$ cat src/rtl/prt_pkg.sv
package prt_pkg;

    // Per-pipe registered state: software-visible flag and internal ready state
    typedef struct packed {
        logic ready;
        logic live;
    } pipe_state_t;

    // Summary state
    typedef struct packed {
        logic flag;
    } sum_state_t;

endpackage

$ cat src/rtl/prt_pipe_cell.sv
module prt_pipe_cell
    import prt_pkg::*;
(
    input  logic clk,
    input  logic rst,
    input  logic eot_mode,
    input  logic ev_zlp,
    input  logic ev_pkt,
    input  logic ev_short,
    input  logic ev_tc,
    input  logic ev_full,
    input  logic ev_tx,
    input  logic release_buf,
    input  logic sw_clear,
    output logic hit,
    output logic ready_q,
    output logic live_q,
    output logic ready_nx,
    output logic live_nx
);

    pipe_state_t st_d, st_q;
    logic        hit_d;

    always_comb begin
        // Transfer-ending receptions and transmissions always count;
        // plain packets and buffer-full only count in per-packet mode.
        hit_d = ev_tx | ev_short | ev_zlp | ev_tc
              | (~eot_mode & (ev_pkt | ev_full));
        st_d       = st_q;
        st_d.ready = hit_d | (st_q.ready & ~sw_clear);
        st_d.live  = hit_d | (st_q.live & ~release_buf);
    end

    always_ff @(posedge clk) begin
        if (rst) st_q <= '0;
        else     st_q <= st_d;
    end

    assign hit      = hit_d;
    assign ready_q  = st_q.ready;
    assign live_q   = st_q.live;
    assign ready_nx = st_d.ready;
    assign live_nx  = st_d.live;

endmodule

$ cat src/rtl/prt_summary.sv
module prt_summary
    import prt_pkg::*;
#(
    parameter int NP = 10
) (
    input  logic          clk,
    input  logic          rst,
    input  logic          clr_mode,
    input  logic [NP-1:0] hit_vec,
    input  logic [NP-1:0] ready_nx,
    input  logic [NP-1:0] live_nx,
    input  logic [NP-1:0] ready_q,
    input  logic [NP-1:0] pipe_en,
    output logic          sum_flag,
    output logic          irq
);

    sum_state_t sum_d, sum_q;
    logic       empty_d;

    always_comb begin
        // Clear source picked by the global mode, judged on next-state values
        empty_d    = clr_mode ? ~(|live_nx) : ~(|ready_nx);
        sum_d      = sum_q;
        sum_d.flag = (|hit_vec) | (sum_q.flag & ~empty_d);
    end

    always_ff @(posedge clk) begin
        if (rst) sum_q <= '0;
        else     sum_q <= sum_d;
    end

    assign sum_flag = sum_q.flag;
    assign irq      = sum_q.flag & (|(ready_q & pipe_en));

endmodule

$ cat src/rtl/pipe_rdy_irq.sv
module pipe_rdy_irq
    import prt_pkg::*;
#(
    parameter int NUM_PIPES = 10
) (
    input  logic                 clk,
    input  logic                 rst,
    input  logic [NUM_PIPES-1:0] eot_mode,
    input  logic                 clr_mode,
    input  logic [NUM_PIPES-1:0] pipe_en,
    input  logic [NUM_PIPES-1:0] ev_zlp_rx,
    input  logic [NUM_PIPES-1:0] ev_pkt_rx,
    input  logic [NUM_PIPES-1:0] ev_short_rx,
    input  logic [NUM_PIPES-1:0] ev_tc_done,
    input  logic [NUM_PIPES-1:0] ev_buf_full,
    input  logic [NUM_PIPES-1:0] ev_tx_done,
    input  logic [NUM_PIPES-1:0] buf_release,
    input  logic                 sts_wr,
    input  logic [NUM_PIPES-1:0] sts_wdata,
    output logic [NUM_PIPES-1:0] rdy_sts,
    output logic                 rdy_sum,
    output logic                 irq
);

    localparam int NP = NUM_PIPES;

    logic [NP-1:0] hit_vec;
    logic [NP-1:0] ready_q;
    logic [NP-1:0] live_q;
    logic [NP-1:0] ready_nx;
    logic [NP-1:0] live_nx;
    logic [NP-1:0] clr_vec;

    // Write-zero-to-clear mask
    assign clr_vec = {NP{sts_wr}} & ~sts_wdata;

    for (genvar gi = 0; gi < NP; gi++) begin : g_pipe
        prt_pipe_cell u_cell (
            .clk         (clk),
            .rst         (rst),
            .eot_mode    (eot_mode[gi]),
            .ev_zlp      (ev_zlp_rx[gi]),
            .ev_pkt      (ev_pkt_rx[gi]),
            .ev_short    (ev_short_rx[gi]),
            .ev_tc       (ev_tc_done[gi]),
            .ev_full     (ev_buf_full[gi]),
            .ev_tx       (ev_tx_done[gi]),
            .release_buf (buf_release[gi]),
            .sw_clear    (clr_vec[gi]),
            .hit         (hit_vec[gi]),
            .ready_q     (ready_q[gi]),
            .live_q      (live_q[gi]),
            .ready_nx    (ready_nx[gi]),
            .live_nx     (live_nx[gi])
        );
    end

    prt_summary #(.NP(NP)) u_sum (
        .clk      (clk),
        .rst      (rst),
        .clr_mode (clr_mode),
        .hit_vec  (hit_vec),
        .ready_nx (ready_nx),
        .live_nx  (live_nx),
        .ready_q  (ready_q),
        .pipe_en  (pipe_en),
        .sum_flag (rdy_sum),
        .irq      (irq)
    );

    assign rdy_sts = ready_q;

    // Internal ready states only feed the summary clear path
    logic unused_live;
    assign unused_live = ^live_q;

endmodule

$ cat config.mk
export PLATFORM = sky130hd
export DESIGN_NAME = pipe_rdy_irq
export DESIGN_NICKNAME = d
export VERILOG_FILES = /design/src/rtl/prt_pkg.sv /design/src/rtl/prt_pipe_cell.sv /design/src/rtl/prt_summary.sv /design/src/rtl/pipe_rdy_irq.sv
export SDC_FILE = /design/constraint.sdc
export NUM_CORES = 1
export LEC_CHECK = 0
export BUFFER_PORTS_ARGS = -buffer_cell sky130_fd_sc_hd__clkbuf_2
export CORE_MARGIN = 3
export CORE_UTILIZATION = 37
export CTS_CLUSTER_SIZE = 8
export DETAILED_ROUTE_END_ITERATION = 10
export PLACE_DENSITY_LB_ADDON = 0.25
export RECOVER_POWER = 50
export SETUP_SLACK_MARGIN = 0.4
export SYNTH_ARGS = -nofsm -noshare
export SYNTH_HDL_FRONTEND = slang
export SYNTH_SLANG_ARGS = --single-unit
$ cat constraint.sdc
create_clock -name clk -period 2.7 [get_ports clk]
set_input_delay 0 -clock clk [delete_from_list [all_inputs] [get_ports clk]]
set_output_delay 0 -clock clk [all_outputs]
set_load 0.03 [all_outputs]
==> results of run 1 <==
==> per-layer routing <==
metal | up-vias | track usage [%] | wire length, um
met5 | - | 0 | 0
met2 | 68 | 33.13 | 1694
met3 | 2 | 5.319 | 350
met4 | 0 | 1.858 | 10
li1 | 730 | - | -
met1 | 641 | 21.49 | 1356
==> power breakdown <==
group	total [mW]	leakage, nW	switching (mW)	internal (mW)
combinational	0.171	0.711	0.0786	0.0922
sequential	0.341	0.177	0.0117	0.329
clock	0.150	0.0150	0.0928	0.0576
total	0.662	0.903	0.183	0.479
==> path summary, 6_finish.rpt <==
kind / from / end / slack [ns] / cells after the start
worst min-delay path: sts_wdata[8] / g_pipe[8].u_cell.ready_q$_SDFF_PP0_ / 0.008 / 3
worst min register to register: g_pipe[8].u_cell.live_q$_SDFF_PP0_ / g_pipe[8].u_cell.live_q$_SDFF_PP0_ / 0.48 / 2
worst max-delay path: g_pipe[8].u_cell.ready_q$_SDFF_PP0_ / u_sum.sum_flag$_SDFF_PP0_ / 1.08 / 5
worst max register to register: g_pipe[8].u_cell.ready_q$_SDFF_PP0_ / u_sum.sum_flag$_SDFF_PP0_ / 1.08 / 5
==> worst max-delay path: stages (launching register included) <==
cell	delay, ns
sky130_fd_sc_hd__dfxtp_1	0.35
sky130_fd_sc_hd__or4_1	0.52
sky130_fd_sc_hd__nor3_1	0.15
sky130_fd_sc_hd__o211ai_1	0.10
sky130_fd_sc_hd__nor4_1	0.28
sky130_fd_sc_hd__o41ai_1	0.10
==> synthesized netlist by cell type, types with 2 or more instances <==
master,n,area (sq um)
sky130_fd_sc_hd__a21oi_1,19,95.09
sky130_fd_sc_hd__nor4_1,10,62.56
sky130_fd_sc_hd__a22o_1,2,17.52
sky130_fd_sc_hd__nor2_1,13,48.80
sky130_fd_sc_hd__a221oi_1,2,17.52
sky130_fd_sc_hd__nand2b_1,8,50.05
sky130_fd_sc_hd__o21a_1,8,60.06
sky130_fd_sc_hd__buf_4,10,75.07
sky130_fd_sc_hd__a21boi_0,2,15.01
sky130_fd_sc_hd__clkbuf_1,2,7.510
sky130_fd_sc_hd__and4_1,3,26.28
sky130_fd_sc_hd__o21ai_0,10,50.05
sky130_fd_sc_hd__a22oi_1,2,15.01
sky130_fd_sc_hd__inv_1,6,22.52
sky130_fd_sc_hd__dfxtp_1,21,420.4
==> what timing repair did <==
action,4_1_cts,5_1_grt
hold endpoints to repair,9,0
hold buffers,9,0
buffers inserted,0,0
==> logic make-up after synthesis <==
| kind of cell | count (synthesis) | share of synthesized area (%) |
|---|---|---|
| flip-flops | 21 | 37.88 |
| buffers and inverters | 18 | 9.470 |
| AO/OA/AOI/OAI | 53 | 30.22 |
| AND/OR/NAND/NOR | 43 | 22.44 |
==> final cells by class <==
class	instances	area [sq um]	area share (%)
timing repair buffer	124	665.6	38.00
tap	31	38.79	2.214
multi-input combinational	96	578.1	33.00
clock buffer	4	26.28	1.500
sequential	21	420.4	24.00
inverter	6	22.52	1.286
==> through the flow <==
step	cell area [sq um]	power [mW]	setup slack, ns	util [%]
after global placement	1642	0.5084	1.116	58.52
after floorplan	1110	0.4264	1.193	-
after global routing	1752	0.7036	0.9554	62.44
final	1752	0.6618	1.081	62.44
after detailed placement	1642	0.5104	1.089	58.52
after CTS	1758	0.6722	1.058	62.67
==> flip-flops by register name, summed over array words and instances, names as in the netlist <==
signal / count
g_pipe.u_cell.ready_q: 10
g_pipe.u_cell.live_q: 10
u_sum.sum_flag: 1
==> parameters.txt, run 1 <==
Parameter                              Value

Setup path
  Crit path kind    flip-flop to flip-flop
  Endpoint type of the worst setup path    flip-flop
  Worst EP required    2.89 ns
  Critical path startpoint category    flip-flop
  Maximum net fanout on the critical path    5
  Arr. time, crit path    1.81 ns

Synthesis
  Number of flops mapped to enable cells by yosys    0
  Post-synthesis async set-or-reset flop share    0%
  Mean Syn Cell Area    8.221 sq um
  Synth Warn #    0
  Most used flip-flop cell after synthesis    sky130_fd_sc_hd__dfxtp_1
  Part of the Yosys area used for sequential elements    37.88%
  Netlist area before placement    1110 sq um
  Number of synthesized register bits    21
  Synthesized netlist net count    239
  Count of cell types in the netlist    32
  Cells after Synth    135

Cells and area
  Most common cell after layout, fill and taps aside    sky130_fd_sc_hd__clkbuf_2
  Leading cell types in the layout, fill and taps excluded    sky130_fd_sc_hd__clkbuf_2 (115), sky130_fd_sc_hd__dfxtp_1 (21), sky130_fd_sc_hd__a21oi_1 (19), sky130_fd_sc_hd__nor2_1 (13), sky130_fd_sc_hd__nor4_1 (11)
  Antenna diodes    0
  Non-filler cells in the finished layout    282
  Layout cells sized above 1    47.01%
  Number of fill cells in the layout    273
  Area growth, synth to finish    57.84%
  Net count, final    356

Clock network
  Inserted Clock Buffers    3
  Number of clock sinks    21
  Clock tree from TritonCTS    yes
  Max Buffers Root-to-Sink    2
  CTS resizes    0
  Clock network latency to the later pin of the worst-skew pair    0.30 ns
  Clock transition time at the flip-flop clock pins of the worst setup and hold paths    0.11 ns
  Clock root cell    sky130_fd_sc_hd__clkbuf_4
  CTS H-tree lvls    1

Route
  Drt pass-1 iters    4
  Vias per cell    5.110
  Post-route DRC violation count    0
  Overall via count from detail_route    1,441
  Final routed wirelength across all metal layers    3.411 mm
  Antenna viol nets, final    0
  Number of DRC violations after detailed-routing iteration 0    41
  Wire length per cell after detailed routing    12.10 um

Floorplanning
  Core area    2805 sq um
  Die boundary width    60.77 um
  Top-Level Pins    116
  Initial core utilization    39.56%
  Total die area    3692 sq um
  Number of placement rows    19
  Die Height    60.77 um

Power and ir drop
  Areal power density over the cells    377.8 nW/um^2
  Peak supply drop    0.3581 mV
  Leakage power figure    0.9029 nW

Timing
  Crit share post-route    59.95%
  Hold Vio Cnt, Final    0
  Post-route clock skew    0.0002910 ns
  RSZ-0062 raised after global routing    false
  Normalized max-slew margin    71.37%
  Fmax achieved    617.8 MHz
  Sum of negative setup slack    0 ns
  Number of slew-limit violations in the final report    0
  Final hold slack    0.007946 ns
  Final-report setup violation count    0
  Min cycle time layout    1.619 ns
  Transition at the pin with the smallest max-transition slack    0.4250 ns

Hold path
  Worst min path class    input port to flip-flop

Placed design
  I/O Buffers    115
  HPWL after detailed placement    2.999 mm
  Number of placed instances, taps included    269
  Placer's final routability congestion estimate    0.7406

Global routing
  Global router's overall resource usage    18.08%
  Pin count of the biggest net entering global routing    23
  Antenna violations before repair    0
  Overflow left after global routing    0
  Number of global-route vias before repair    1,266
  First-pass GRT wire length    5.133 mm

Status
  Run status    finished, final reports clean

Flow run
  Max-cap violations    0
(Power assumes the default switching activity.)
==> run 2: changes to the inputs <==
--- a/config.mk
+++ b/config.mk
@@ -7,7 +7,7 @@
 export LEC_CHECK = 0
 export BUFFER_PORTS_ARGS = -buffer_cell sky130_fd_sc_hd__clkbuf_2
 export CORE_MARGIN = 3
-export CORE_UTILIZATION = 37
+export CORE_UTILIZATION = 35
 export CTS_CLUSTER_SIZE = 8
 export DETAILED_ROUTE_END_ITERATION = 10
 export PLACE_DENSITY_LB_ADDON = 0.25
==> constraint.sdc (replaced) <==
create_clock -name clk -period 1.5 [get_ports clk]
set_input_delay 0 -clock clk [delete_from_list [all_inputs] [get_ports clk]]
set_output_delay 0 -clock clk [all_outputs]
set_load 0.03 [all_outputs]
==> run 2 against run 1 <==
Against the previous run:
- the flow now finishes with violations (negative hold slack, negative setup slack)
- final area up 1.5%
- register-to-register slack lost 1.1 ns
- critical path depth stayed put
- sequential share of layout area down 0.28 points
- via count fell by 0.69%
- die area rose by 5.1%
- maximum frequency grew 5.0%
- non-clock buffer count is 2 lower
- routed wire length up 6.8%
- first-iteration DRC count grew 46%
- utilization fell by 0.63 points
- sequential power grew 79%
- largest power group unchanged
==> parameters.txt, run 2 (synthesis results as in run 1) <==
Parameter                              Value

Status
  Run status    finished, violations left
  Violations in the final reports    negative hold slack, negative setup slack

Cells and area
  Leading cell types in the layout, fill and taps excluded    sky130_fd_sc_hd__clkbuf_2 (114), sky130_fd_sc_hd__dfxtp_1 (20), sky130_fd_sc_hd__a21oi_1 (19), sky130_fd_sc_hd__nor2_1 (13), sky130_fd_sc_hd__nor4_1 (11)
  Most common cell after layout, fill and taps aside    sky130_fd_sc_hd__clkbuf_2
  Antenna diodes    0
  Net count, final    354
  Layout cells sized above 1    51.81%
  Number of fill cells in the layout    290
  Area growth, synth to finish    60.20%
  Final design instance area without fill    1778 sq um

Route
  Post-route DRC violation count    0
  Final routed wirelength across all metal layers    3.642 mm
  Wire length per cell after detailed routing    12.52 um
  Vias per cell    4.918
  Number of DRC violations after detailed-routing iteration 0    60
  Antenna viol nets, final    0
  Drt pass-1 iters    4
  Overall via count from detail_route    1,431

Global routing
  Global router's overall resource usage    18.92%
  Global routing met2 resource utilization    34.95%
  Gr busiest metal    met2
  Antenna violations before repair    0
  Number of global-route vias before repair    1,472
  First-pass GRT wire length    6.175 mm
  Overflow left after global routing    0
  Global routing usage on met1    21.59%
  Pin count of the biggest net entering global routing    23
  Met3 Usage GRT    6.306%

Clock network
  Max Buffers Root-to-Sink    2
  Clock transition time at the flip-flop clock pins of the worst setup and hold paths    0.13 ns
  Inserted Clock Buffers    3
  Clock root cell    sky130_fd_sc_hd__clkbuf_4
  CTS H-tree lvls    1
  Total of hold buffers inserted after clock tree synthesis    3
  Clock tree from TritonCTS    yes
  Number of clock sinks    21
  Clock network latency to the later pin of the worst-skew pair    0.31 ns

Floorplanning
  Core area    2877 sq um
  Die Height    62.31 um
  Die boundary width    62.31 um
  Initial core utilization    38.58%
  Top-Level Pins    116
  Number of placement rows    19
  Total die area    3883 sq um

Power and ir drop
  Peak supply drop    0.4139 mV
  Areal power density over the cells    683.3 nW/um^2
  Switching portion of total power    28.88%
  Pint    0.8640 mW
  Combinational share of power    26.6%
  Power spent charging and discharging nets    0.3509 mW
  Power share of the sequential group    50.4%
  Leakage power figure    0.9112 nW
  PnR Total Power    1.215 mW
  Clock network fraction of total power    23.0%

Timing
  Hold Vio Cnt, Final    8
  Final-report setup violation count    2
  RSZ-0062 raised after global routing    true
  Fmax achieved    648.7 MHz
  Number of slew-limit violations in the final report    0
  Normalized max-slew margin    69.84%
  Min cycle time layout    1.542 ns
  Transition at the pin with the smallest max-transition slack    0.4524 ns
  Crit share post-route    102.8%
  Post-route clock skew    0.007775 ns
  Worst setup margin    -0.04156 ns
  Final hold slack    -0.03360 ns

Placed design
  HPWL after detailed placement    3.118 mm
  Placer's final routability congestion estimate    0.7453
  I/O Buffers    115
  Placement-stage cell area    1692 sq um

Setup path
  Worst EP required    1.70 ns
  Arr. time, crit path    1.74 ns
  R2r setup slk    -0.04 ns
  Crit path kind    flip-flop to flip-flop
  Cell depth of the worst flop-to-flop path    5
  Critical path startpoint category    flip-flop
  Maximum net fanout on the critical path    2
  R2R Path Start    g_pipe[8].u_cell.ready_q$_SDFF_PP0_
  Endpoint type of the worst setup path    flip-flop
  Worst reg2reg endpoint    u_sum.sum_flag$_SDFF_PP0_

Hold path
  Min-Delay Startpoint    buf_release[8]
  Number of cells on the worst hold path    3
  Terminating pin of the worst hold path    g_pipe[8].u_cell.live_q$_SDFF_PP0_
  Worst min path class    input port to flip-flop

Flow run
  Max-cap violations    0
## run 2: cell count changes in the layout (fill, tap and decap cells not counted), moves of 2 or more
cell	before	now
sky130_fd_sc_hd__dlygate4sd3_1	9	3
sky130_fd_sc_hd__a221oi_2	0	2
sky130_fd_sc_hd__buf_4	0	3
sky130_fd_sc_hd__a221oi_1	2	0
## run 2: layout make-up
type	count	area (sq um)	share of cell area [%]
Timing Repair Buffer	122	648.1	36.45
Multi-Input combinational cell	96	605.6	34.06
Sequential cell	21	421.7	23.72
Tap cell	42	52.55	2.956
Clock buffer	3	22.52	1.267
Inverter	6	22.52	1.267
Clock inverter	1	5.005	0.2815
## run 2: power by group through the flow
stage          registers, mW  clock network, mW  logic [mW]
4_1_cts                0.611              0.286       0.324
3_3_place_gp           0.621                  0       0.304
3_5_place_dp           0.623                  0       0.309
6_report               0.612              0.279       0.324
2_1_floorplan          0.624                  0       0.146
5_1_grt                0.617              0.307       0.362
## run 2: timing repair
action | 4_1_cts | 5_1_grt
resized for setup | 4 | 5
endpoints found under the setup margin | 2 | 2
hold endpoints to repair | 10 | 4
pin swaps | 0 | 2
buffers inserted | 0 | 0
## run 2: how the worst max path moves through the flow
| stage | to | slack [ns] | from | cells past startpoint |
|---|---|---|---|---|
| after CTS | u_sum.sum_flag$_SDFF_PP0_ | -0.07 | g_pipe[8].u_cell.ready_q$_SDFF_PP0_ | 5 |
| after detailed placement | u_sum.sum_flag$_SDFF_PP0_ | -0.04 | g_pipe[8].u_cell.ready_q$_SDFF_PP0_ | 5 |
| after floorplan | u_sum.sum_flag$_SDFF_PP0_ | 0.02 | g_pipe[8].u_cell.ready_q$_SDFF_PP0_ | 5 |
| final | u_sum.sum_flag$_SDFF_PP0_ | -0.04 | g_pipe[8].u_cell.ready_q$_SDFF_PP0_ | 5 |
| after global routing | u_sum.sum_flag$_SDFF_PP0_ | -0.15 | g_pipe[8].u_cell.ready_q$_SDFF_PP0_ | 5 |
| after global placement | u_sum.sum_flag$_SDFF_PP0_ | -0.02 | g_pipe[8].u_cell.ready_q$_SDFF_PP0_ | 5 |
## run 2: routing by layer
metal	share of wire, %	routed length, um
met2	50	1805
met3	9.5	347
met5	0	0
met1	40	1472
met4	0.47	17
## run 2: critical path, stage by stage, from the launching register on
cell and delay (ns):
sky130_fd_sc_hd__dfxtp_1 0.33, sky130_fd_sc_hd__or4_4 0.53, sky130_fd_sc_hd__nor3_2 0.11, sky130_fd_sc_hd__o211ai_1 0.10
sky130_fd_sc_hd__nor4_1 0.26, sky130_fd_sc_hd__o41ai_1 0.11
## run 2: metrics by stage
stage / setup WS [ns] / hold WS, ns / TNS (ns) / std cells / util (%)
after global routing: -0.1470 / -0.01502 / -0.2220 / 291 / 61.81
final: -0.04156 / -0.03360 / -0.05200 / 291 / 61.81
after global placement: -0.01737 / 0.2895 / -0.01737 / 284 / 58.81
after CTS: -0.07494 / -0.03839 / -0.07494 / 291 / 61.55
after floorplan: 0.02449 / 0.1007 / 0 / 135 / -
after detailed placement: -0.04354 / 0.2988 / -0.04354 / 284 / 58.81
==> run 3: changes to the inputs <==
--- a/config.mk
+++ b/config.mk
@@ -6,6 +6,7 @@
 export NUM_CORES = 1
 export LEC_CHECK = 0
 export BUFFER_PORTS_ARGS = -buffer_cell sky130_fd_sc_hd__clkbuf_2
+export CORE_ASPECT_RATIO = 0.6
 export CORE_MARGIN = 3
 export CORE_UTILIZATION = 35
 export CTS_CLUSTER_SIZE = 8
==> run 3 against run 2 <==
Against the previous run:
- count of clock-buffer cells in the layout unchanged
- maximum frequency shrank 0.63%
- cell count is 0.34% lower
- the flow finishes with violations (negative setup slack)
- final area is 1.2% higher
- total power grew 7.5%
- routed wire length grew 2.6%
- non-clock buffer count fell by 1
- worst hold slack better by 0.052 ns
- combinational power hardly changed
- sequential share of layout area down 0.21 points
==> parameters.txt, run 3 (synthesis results as in run 1) <==
Parameter                              Value

Power and ir drop
  Power spent charging and discharging nets    0.3578 mW
  Pint    0.9482 mW
  Power share of the sequential group    47.1%
  Peak supply drop    0.5227 mV
  Switching portion of total power    27.39%
  Clock network fraction of total power    28.0%
  Combinational share of power    25.0%
  Leakage power figure    0.9198 nW
  Areal power density over the cells    725.8 nW/um^2

Route
  Overall via count from detail_route    1,404
  Antenna viol nets, final    0
  Wire length per cell after detailed routing    12.88 um
  Number of DRC violations after detailed-routing iteration 0    72
  Drt pass-1 iters    4
  Vias per cell    4.841
  Final routed wirelength across all metal layers    3.735 mm
  Post-route DRC violation count    0

Global routing
  Number of global-route vias before repair    1,319
  Antenna violations before repair    0
  Overflow left after global routing    0
  Global router's overall resource usage    18.57%
  First-pass GRT wire length    5.858 mm
  Pin count of the biggest net entering global routing    23

Clock network
  Clock tree from TritonCTS    yes
  Clock transition time at the flip-flop clock pins of the worst setup and hold paths    0.08 ns
  Clock root cell    sky130_fd_sc_hd__clkbuf_8
  CTS H-tree lvls    1
  Clock network latency to the later pin of the worst-skew pair    0.26 ns
  Inserted Clock Buffers    3
  Max Buffers Root-to-Sink    2
  Number of clock sinks    21

Hold path
  Worst min path class    input port to flip-flop
  Number of cells on the worst hold path    3

Timing
  Min cycle time layout    1.551 ns
  Normalized max-slew margin    68.67%
  Number of slew-limit violations in the final report    0
  Worst setup margin    -0.05140 ns
  Fmax achieved    644.6 MHz
  Hold Vio Cnt, Final    0
  Crit share post-route    103.4%
  Sum of negative setup slack    -0.05140 ns
  Transition at the pin with the smallest max-transition slack    0.4650 ns
  Post-route clock skew    0.005569 ns
  Final-report setup violation count    1
  RSZ-0062 raised after global routing    true

Cells and area
  Leading cell types in the layout, fill and taps excluded    sky130_fd_sc_hd__clkbuf_2 (114), sky130_fd_sc_hd__a21oi_1 (19), sky130_fd_sc_hd__dfxtp_1 (19), sky130_fd_sc_hd__nor2_1 (13)
  Antenna diodes    0
  Number of fill cells in the layout    279
  Most common cell after layout, fill and taps aside    sky130_fd_sc_hd__clkbuf_2
  Final design instance area without fill    1799 sq um
  Layout cells sized above 1    53.63%
  Net count, final    353
  Non-filler cells in the finished layout    290
  Area growth, synth to finish    62.12%

Setup path
  Cell depth of the worst flop-to-flop path    5
  Critical path startpoint category    flip-flop
  Endpoint type of the worst setup path    flip-flop
  Arr. time, crit path    1.68 ns
  Crit path kind    flip-flop to flip-flop
  Maximum net fanout on the critical path    2
  Worst EP required    1.63 ns

Placed design
  Placer's final routability congestion estimate    0.7696
  Number of placed instances, taps included    285
  I/O Buffers    115
  Placement Setup Slack    -0.06058 ns
  Placement-stage cell area    1699 sq um
  HPWL after detailed placement    3.236 mm

Floorplanning
  Die Height    49.62 um
  Core area    2947 sq um
  Total die area    3905 sq um
  Top-Level Pins    116
  Die boundary width    78.70 um
  Initial core utilization    37.66%
  Number of placement rows    15

Flow run
  Max-cap violations    0

Status
  Run status    finished, violations left
  Violations in the final reports    negative setup slack
[run 3: cell count changes in the layout (fill, tap and decap cells not counted), sizes merged]
cell | before | now
dlygate4sd3 | 3 | 0
buf | 4 | 6
[run 3: power groups by stage]
stage          clock network, mW  registers (mW)  logic [mW]
2_1_floorplan                  0           0.624       0.146
3_3_place_gp                   0           0.621       0.307
3_5_place_dp                   0           0.623       0.312
4_1_cts                    0.372           0.613       0.325
5_1_grt                    0.391           0.618       0.360
6_report                   0.365           0.615       0.326
[run 3: per-layer routing]
layer | GRT usage (%) | share of wire [%] | vias up
li1 | - | - | 724
met1 | 25.89 | 45 | 605
met2 | 29.30 | 44 | 73
met3 | 5.657 | 11 | 2
met4 | 1.744 | 0.29 | 0
met5 | 0 | 0 | -
[run 3: per-stage QoR]
step | total power [mW] | utilization, % | hold WS (ns)
finish | 1.306 | 61.06 | 0.01797
floorplan | 0.7700 | - | 0.1007
global placement | 0.9287 | 57.66 | 0.2967
detailed placement | 0.9347 | 57.66 | 0.2991
global route | 1.370 | 61.06 | 0.04233
CTS | 1.309 | 60.68 | 0.01784
[run 3: worst max-delay path, stage by stage (launching register included)]
cell and delay, ns:
sky130_fd_sc_hd__dfxtp_1 0.31, sky130_fd_sc_hd__or4_4 0.54, sky130_fd_sc_hd__nor3_4 0.11, sky130_fd_sc_hd__o211ai_1 0.10
sky130_fd_sc_hd__nor4_1 0.24, sky130_fd_sc_hd__o41ai_1 0.12
[run 3: path summary, 6_finish.rpt]
kind / slack (ns) / from / end
max: -0.05 / g_pipe[8].u_cell.ready_q$_SDFF_PP0_ / u_sum.sum_flag$_SDFF_PP0_
min: 0.02 / buf_release[3] / g_pipe[3].u_cell.live_q$_SDFF_PP0_
max reg2reg: -0.05 / g_pipe[8].u_cell.ready_q$_SDFF_PP0_ / u_sum.sum_flag$_SDFF_PP0_
min reg2reg: 0.48 / g_pipe[6].u_cell.live_q$_SDFF_PP0_ / g_pipe[6].u_cell.live_q$_SDFF_PP0_
[run 3: what timing repair did]
item,4_1_cts,5_1_grt
hold buffers,0,0
gates resized for setup,8,3
setup endpoints to repair,2,2
pin swaps,2,3
buffers inserted,1,0
[run 3: layout make-up]
class                   count  area, sq um  share of cell area [%]
clock inverters             1        5.005                  0.2782
inverters                   6        22.52                   1.252
multi-input cells          96        618.1                   34.35
flip-flops and latches     21        422.9                   23.50
clock buffers               3        41.29                   2.295
well taps                  42        52.55                   2.921
repair buffers            121        636.9                   35.40
